===== src/rtl/seqarb_pkg.sv =====
package seqarb_pkg;

    typedef enum logic [1:0] {
        SRC_RD  = 2'd0,
        SRC_WR  = 2'd1,
        SRC_IP  = 2'd2,
        SRC_SUS = 2'd3
    } src_e;

    typedef enum logic [1:0] {
        ST_IDLE  = 2'd0,
        ST_RUN   = 2'd1,
        ST_ABORT = 2'd2
    } arb_state_e;

    localparam int NSRC         = 4;
    localparam int NWAIT        = 3;
    localparam int NFLAG        = 4;
    localparam int FLAG_IP_GTO  = 0;
    localparam int FLAG_BUS_GTO = 1;
    localparam int FLAG_SEQ_TO  = 2;
    localparam int FLAG_IP_DONE = 3;

endpackage


===== src/rtl/arb_timeout_counter.sv =====
module arb_timeout_counter #(
    parameter int CFG_W      = 8,
    parameter int SCALE_LOG2 = 10
) (
    input  logic             clk,
    input  logic             rst_n,
    input  logic             run,
    input  logic [CFG_W-1:0] limit,
    output logic             expired
);
    localparam int CNT_W = CFG_W + SCALE_LOG2;

    logic [CNT_W-1:0] cnt;
    logic [CNT_W-1:0] last;

    // last cycle index of the window: limit * 2^SCALE_LOG2 - 1
    assign last    = (CNT_W'(limit) << SCALE_LOG2) - CNT_W'(1);
    assign expired = run && (limit != '0) && (cnt == last);

    always_ff @(posedge clk or negedge rst_n) begin
        if (!rst_n) begin
            cnt <= '0;
        end else if (!run || expired) begin
            cnt <= '0;
        end else begin
            cnt <= cnt + CNT_W'(1);
        end
    end
endmodule


===== src/rtl/arb_priority_pick.sv =====
module arb_priority_pick
    import seqarb_pkg::*;
(
    input  logic rd,
    input  logic wr,
    input  logic ip,
    input  logic sus_ok,
    output logic any,
    output src_e pick
);
    always_comb begin
        any  = ip | wr | sus_ok | rd;
        pick = SRC_RD;
        if (ip) begin
            pick = SRC_IP;
        end else if (wr) begin
            pick = SRC_WR;
        end else if (sus_ok) begin
            pick = SRC_SUS;
        end
    end
endmodule


===== src/rtl/arb_resume_gate.sv =====
module arb_resume_gate #(
    parameter int RES_W = 8
) (
    input  logic             clk,
    input  logic             rst_n,
    input  logic             bus_idle,
    input  logic [RES_W-1:0] wait_cfg,
    output logic             elapsed
);
    logic [RES_W-1:0] idle_cnt;

    assign elapsed = bus_idle && (idle_cnt >= wait_cfg);

    always_ff @(posedge clk or negedge rst_n) begin
        if (!rst_n) begin
            idle_cnt <= '0;
        end else if (!bus_idle) begin
            idle_cnt <= '0;
        end else if (idle_cnt != '1) begin
            idle_cnt <= idle_cnt + RES_W'(1);
        end
    end
endmodule


===== src/rtl/seq_source_arbiter.sv =====
module seq_source_arbiter
    import seqarb_pkg::*;
#(
    parameter int GTO_W      = 8,
    parameter int SEQ_W      = 16,
    parameter int RES_W      = 8,
    parameter int SCALE_LOG2 = 10
) (
    input  logic             clk,
    input  logic             rst_n,
    input  logic             rd_req,
    input  logic             wr_req,
    input  logic             ip_req,
    input  logic             sus_req,
    output logic [3:0]       grant,
    output logic [1:0]       gnt_src,
    output logic [3:0]       req_drop,
    input  logic             eng_done,
    input  logic             eng_idle,
    output logic             eng_abort,
    output logic             bus_idle,
    input  logic [GTO_W-1:0] cfg_ip_grant_to,
    input  logic [GTO_W-1:0] cfg_ahb_grant_to,
    input  logic [SEQ_W-1:0] cfg_seq_to,
    input  logic [RES_W-1:0] cfg_resume_wait,
    input  logic [3:0]       irq_en,
    input  logic [3:0]       flag_clr,
    output logic [3:0]       flags,
    output logic             irq
);
    arb_state_e       state, state_nxt;
    src_e             cur_src;
    src_e             pick;
    logic             pick_any;
    logic             grant_now;
    logic             arb_idle;
    logic             resume_ok;
    logic             seq_exp;
    logic [NSRC-1:0]  src_req;
    logic [NWAIT-1:0] blocked;
    logic [NWAIT-1:0] eff_req;
    logic [NWAIT-1:0] gto;
    logic [NFLAG-1:0] flag_set;

    assign src_req = {sus_req, ip_req, wr_req, rd_req};

    // ---------------- source selection ----------------
    arb_priority_pick u_pick (
        .rd     (eff_req[SRC_RD]),
        .wr     (eff_req[SRC_WR]),
        .ip     (eff_req[SRC_IP]),
        .sus_ok (sus_req && resume_ok),
        .any    (pick_any),
        .pick   (pick)
    );

    assign grant_now = (state == ST_IDLE) && pick_any;

    arb_resume_gate #(.RES_W(RES_W)) u_resume (
        .clk      (clk),
        .rst_n    (rst_n),
        .bus_idle (bus_idle),
        .wait_cfg (cfg_resume_wait),
        .elapsed  (resume_ok)
    );

    // ---------------- grant-wait watchdogs ----------------
    for (genvar g = 0; g < NWAIT; g++) begin : g_wait
        logic [GTO_W-1:0] lim;
        logic             waiting;

        if (g == int'(SRC_IP)) begin : g_ip_lim
            assign lim = cfg_ip_grant_to;
        end else begin : g_bus_lim
            assign lim = cfg_ahb_grant_to;
        end

        assign eff_req[g] = src_req[g] && !blocked[g];
        assign waiting    = eff_req[g]
                         && !((state == ST_RUN) && (cur_src == src_e'(g)))
                         && !(grant_now && (pick == src_e'(g)));

        arb_timeout_counter #(.CFG_W(GTO_W), .SCALE_LOG2(SCALE_LOG2)) u_wdog (
            .clk     (clk),
            .rst_n   (rst_n),
            .run     (waiting),
            .limit   (lim),
            .expired (gto[g])
        );

        always_ff @(posedge clk or negedge rst_n) begin
            if (!rst_n) begin
                blocked[g] <= 1'b0;
            end else if (gto[g]) begin
                blocked[g] <= 1'b1;
            end else if (!src_req[g]) begin
                blocked[g] <= 1'b0;
            end
        end
    end

    // ---------------- execution watchdog ----------------
    arb_timeout_counter #(.CFG_W(SEQ_W), .SCALE_LOG2(SCALE_LOG2)) u_seq_wdog (
        .clk     (clk),
        .rst_n   (rst_n),
        .run     ((state == ST_RUN) && !eng_done),
        .limit   (cfg_seq_to),
        .expired (seq_exp)
    );

    // ---------------- state machine ----------------
    always_comb begin
        state_nxt = state;
        unique case (state)
            ST_IDLE:  if (grant_now) state_nxt = ST_RUN;
            ST_RUN: begin
                if (eng_done)     state_nxt = ST_IDLE;
                else if (seq_exp) state_nxt = ST_ABORT;
            end
            ST_ABORT: if (eng_idle) state_nxt = ST_IDLE;
            default:  state_nxt = ST_IDLE;
        endcase
    end

    always_ff @(posedge clk or negedge rst_n) begin
        if (!rst_n) begin
            state   <= ST_IDLE;
            cur_src <= SRC_RD;
        end else begin
            state <= state_nxt;
            if (grant_now) begin
                cur_src <= pick;
            end
        end
    end

    always_comb begin
        grant     = '0;
        eng_abort = 1'b0;
        arb_idle  = 1'b0;
        unique case (state)
            ST_IDLE:  arb_idle  = 1'b1;
            ST_RUN:   grant     = 4'b0001 << cur_src;
            ST_ABORT: eng_abort = 1'b1;
            default:  arb_idle  = 1'b0;
        endcase
    end

    assign gnt_src  = cur_src;
    assign bus_idle = arb_idle && eng_idle;

    // ---------------- flags and interrupt ----------------
    always_comb begin
        flag_set               = '0;
        flag_set[FLAG_IP_GTO]  = gto[SRC_IP];
        flag_set[FLAG_BUS_GTO] = gto[SRC_RD] | gto[SRC_WR];
        flag_set[FLAG_SEQ_TO]  = seq_exp && (state == ST_RUN);
        flag_set[FLAG_IP_DONE] = (state == ST_RUN) && (cur_src == SRC_IP) && eng_done;
    end

    always_ff @(posedge clk or negedge rst_n) begin
        if (!rst_n) begin
            flags    <= '0;
            req_drop <= '0;
        end else begin
            flags    <= (flags & ~flag_clr) | flag_set;
            req_drop <= {1'b0, gto};
        end
    end

    assign irq = |(flags & irq_en);

endmodule


===== config.mk =====
export PLATFORM = sky130hd
export DESIGN_NAME = seq_source_arbiter
export DESIGN_NICKNAME = d
export VERILOG_FILES = /design/src/rtl/seqarb_pkg.sv /design/src/rtl/arb_timeout_counter.sv /design/src/rtl/arb_priority_pick.sv /design/src/rtl/arb_resume_gate.sv /design/src/rtl/seq_source_arbiter.sv
export SDC_FILE = /design/constraint.sdc
export NUM_CORES = 1
export LEC_CHECK = 0
export BUFFER_PORTS_ARGS = -buffer_cell sky130_fd_sc_hd__buf_2
export CORE_MARGIN = 4
export CORE_UTILIZATION = 55
export CTS_CLUSTER_DIAMETER = 100
export DETAILED_ROUTE_END_ITERATION = 8
export MAX_ROUTING_LAYER = met4
export PLACE_DENSITY = 0.76
export SLEW_MARGIN = 0
export SYNTH_ARGS = -nofsm -noshare
export SYNTH_HDL_FRONTEND = slang
export SYNTH_SLANG_ARGS = --single-unit

===== constraint.sdc =====
create_clock -name clk -period 3.66 [get_ports clk]
set_input_delay 0.183 -clock clk [delete_from_list [all_inputs] [get_ports clk]]
set_output_delay 0.183 -clock clk [all_outputs]
set_load 0.02 [all_outputs]

==> impl_metrics.toml <==
[final_layout]
seq_area_um2 = 2550
final_cell_count_no_fill = 899
final_cell_area_um2 = 7130
fin_nets = 826
fillers = 911
syn_to_final_growth_pct = 12.3
multiInputGateArea_um2 = 3540
final_layout_size_suffix_gt1_frac = 0.141

[power_and_ir_drop]
seqPwrFrac = 0.461
vdd_drop_max_mv = 0.253
p_per_area_nw_per_um2 = 377
pwr-share-comb = 0.189
p_int_mw = 1.88
p_clk_frac = 0.351
power.share.switching = 0.299
p_leak_nw = 3.09
p_sw_mw = 0.803

[worst_setup_path]
path_cells = "or3b_1 -> or3_1 -> a2111o_1 -> a2111oi_0 -> and4_1 -> buf_4 -> o22ai_1"
start_kind = "register"
endpoint_kind = "register"
slowest_delay_ns = 0.48
r2r_slack_ns = 0.56
worst-setup-path-type = "reg2reg"
crit_slowest_cell = "a2111oi_0"
required_ns = 3.87
critical_path.top_delay_family = "simple AND/OR/NAND/NOR gates"
crit_buf_inv = 1
worst_ep_arrival_time_ns = 3.32
critPathMaxFanout = 23

[sta]
fin_crit_ns = 3.10
timing.hold.ws_ns = -0.0158
hold_viol = 4
fin_crit_sh = 0.848
fmax_mhz = 322
fin_setup_tns_ns = 0
grt_setup_unrepaired = "no"
slew_violations = 0
worst_pin_slew_ns = 0.983
setup_viol = 0
slew_headroom = 0.345
final.setup_skew_ns = 0.00914

[placed_design]
hpwl_um = 10500
dpl.cell_count = 882
place_congestion = 0.931
port_buffers = 71
placed_area_um2 = 6840

[clock_network]
cts_sinks = 102
htreeDepth = 3
post_cts_buffers = 0
root_buffer = "clkbuf_16"
cts_buffers = 9
cts_resized = 0
clk_pin_slew_ns = 0.07
cts_tree = "done"
max-clock-path-buffers = 2
clk_latency_ns = 0.34
postCtsHoldBufs = 0

[route]
routed_via_density = 5.91
first_pass_iters = 5
ant_nets = 0
drt_iter0_drc = 341
wl_per_cell_um = 15.7
drc_errors = 0
vias = 5314
drt_wl_total_um = 14100

[yosys]
synth_area_leaders = "dfrtp_1 (40%), xnor2_1 (8.6%), xor2_1 (7.4%)"
synth_ff_type = "dfrtp_1"
async_reset_ff_frac = 1.00
synth_seq_area_share = 0.402
synth_seq_cells = 102
yosysUniqueCellTypes = 62
yosysTopAreaCell = "dfrtp_1"
avgSynthCellArea_um2 = 9.23
syn-cell-area_um2 = 6350
synth_nets = 761
ys_warn_count = 0
synth-edff-count = 0
synth_cells = 688
synth_top_area_frac = 0.402

[floorplanning]
coreArea_um2 = 11100
ios = 73
start_util = 0.573
row_count = 38
fp.dieW_um = 115
die_h_um = 115
die_area_um2 = 13300

[global_routing]
gr-usage-met3 = 0.0371
grt.busiest_layer = "met2"
grt_usage = 0.228
grt_use_met1 = 0.294
grtUsageMet2 = 0.365
grt_max_degree = 81
grt_overflow = 0
grt_pass1_vias = 5275
grt_first_pass_wirelength_um = 24100
antenna_found_initial = 0

[min_path]
hold_class = "in2async"

[status]
violations = "hold timing"
status = "finished, violations left"

[run]
max_cap_viol_count = 0
==> through the flow <==
step / util / total power [mW] / setup WS (ns)
floorplan: - / 1.57 / 1.05
global placement: 0.617 / 1.75 / 0.771
detailed placement: 0.617 / 1.77 / 0.614
CTS: 0.644 / 2.71 / 0.656
global route: 0.644 / 2.82 / 0.429
finish: 0.644 / 2.69 / 0.558
==> power by group through the flow <==
stage                     registers [mW]  clock network [mW]  logic, mW
after floorplan                     1.26                   0      0.307
after global placement              1.25                   0      0.494
after detailed placement            1.26                   0      0.508
after CTS                           1.24               0.962      0.511
after global routing                1.24                1.02      0.563
final                               1.24               0.942      0.507
==> layer usage <==
metal	part of all wire	routed length, um	up-vias
li1	-	-	2588
met2	0.47	6590	142
met3	0.049	696	28
met4	0.026	367	0
met5	0	0	-
met1	0.46	6450	2556
==> synth_stat cells, types with 4 or more instances <==
library cell,number
xor2_1,54
nand2_1,36
xnor3_1,4
nor2b_1,5
a31oi_1,7
a21o_1,6
nor3b_1,7
nand4_1,19
dfrtp_1,102
nor3_1,63
a21oi_1,11
and4_1,4
inv_1,34
xnor2_1,62
nor4_1,22
nor2_1,49
or2_2,4
nand2b_1,6
ha_1,17
and3_1,17
clkbuf_1,21
nand3_1,41
o21ai_0,20
o31ai_1,6
or3_1,6
==> worst register-to-register path, cell delays in order, from the launching register on <==
cell	delay, ns
dfrtp_1	0.44
or3b_1	0.43
or3_1	0.39
a2111o_1	0.38
a2111oi_0	0.48
and4_1	0.42
buf_4	0.32
o22ai_1	0.12
==> final timing paths <==
path,endpoint,start,cells past startpoint
worst min-delay path,g_wait[0].u_wdog.cnt[1],rst_n,1
max in group asynchronous,u_seq_wdog.cnt[17],rst_n,2
min in group clk,flags[3],flag_clr[3],2
worst max-delay path,state[0],state[0],7
worst min register to register,g_wait[1].u_wdog.cnt[0],g_wait[1].u_wdog.cnt[0],1
worst max register to register,state[0],state[0],7
==> cell type report <==
| class | count | share of cell area |
|---|---|---|
| multi-input combinational | 524 | 0.497 |
| sequential | 102 | 0.358 |
| timing repair buffer | 82 | 0.0617 |
| clock buffer | 11 | 0.0326 |
| tap | 140 | 0.0246 |
| inverter | 34 | 0.0179 |
| clock inverter | 5 | 0.00842 |
| antenna | 1 | 0.000351 |
==> kinds of logic (layout without fill, tap and decap cells) <==
group,after synthesis,after routing,synth area share
fa+ha+maj,17,17,0.0335
xor+xnor,121,121,0.178
other cells,1,2,0.000591
simple gates,298,298,0.249
flops,102,102,0.402
mux,5,5,0.00828
buf+inv,62,132,0.0402
compound gates,82,82,0.0883
==> sequential cells by signal, indices dropped and copies added (netlist names) <==
| register | count |
|---|---|
| req_drop | 3 |
| state | 2 |
| g_wait.u_wdog.cnt | 54 |
| u_resume.idle_cnt | 8 |
| gnt_src | 2 |
| blocked | 3 |
| u_seq_wdog.cnt | 26 |
| flags | 4 |
==> layout by cell type, fill, tap and decap left out, types with 5 or more instances in the layout <==
cell	n
xnor2_1	62
a21oi_1	11
nand4_1	19
buf_4	12
nand2b_1	6
nor3b_1	7
nor4_1	22
clkbuf_16	9
nand2_1	36
o31ai_1	6
nor2b_1	5
nor3_1	63
or3_1	6
xor2_1	54
and3_1	17
a31oi_1	7
nor2_1	49
o21ai_0	19
a21o_1	6
nand3_1	41
inv_1	34
dfrtp_1	102
ha_1	17
buf_2	70
(Power assumes the default switching activity.)
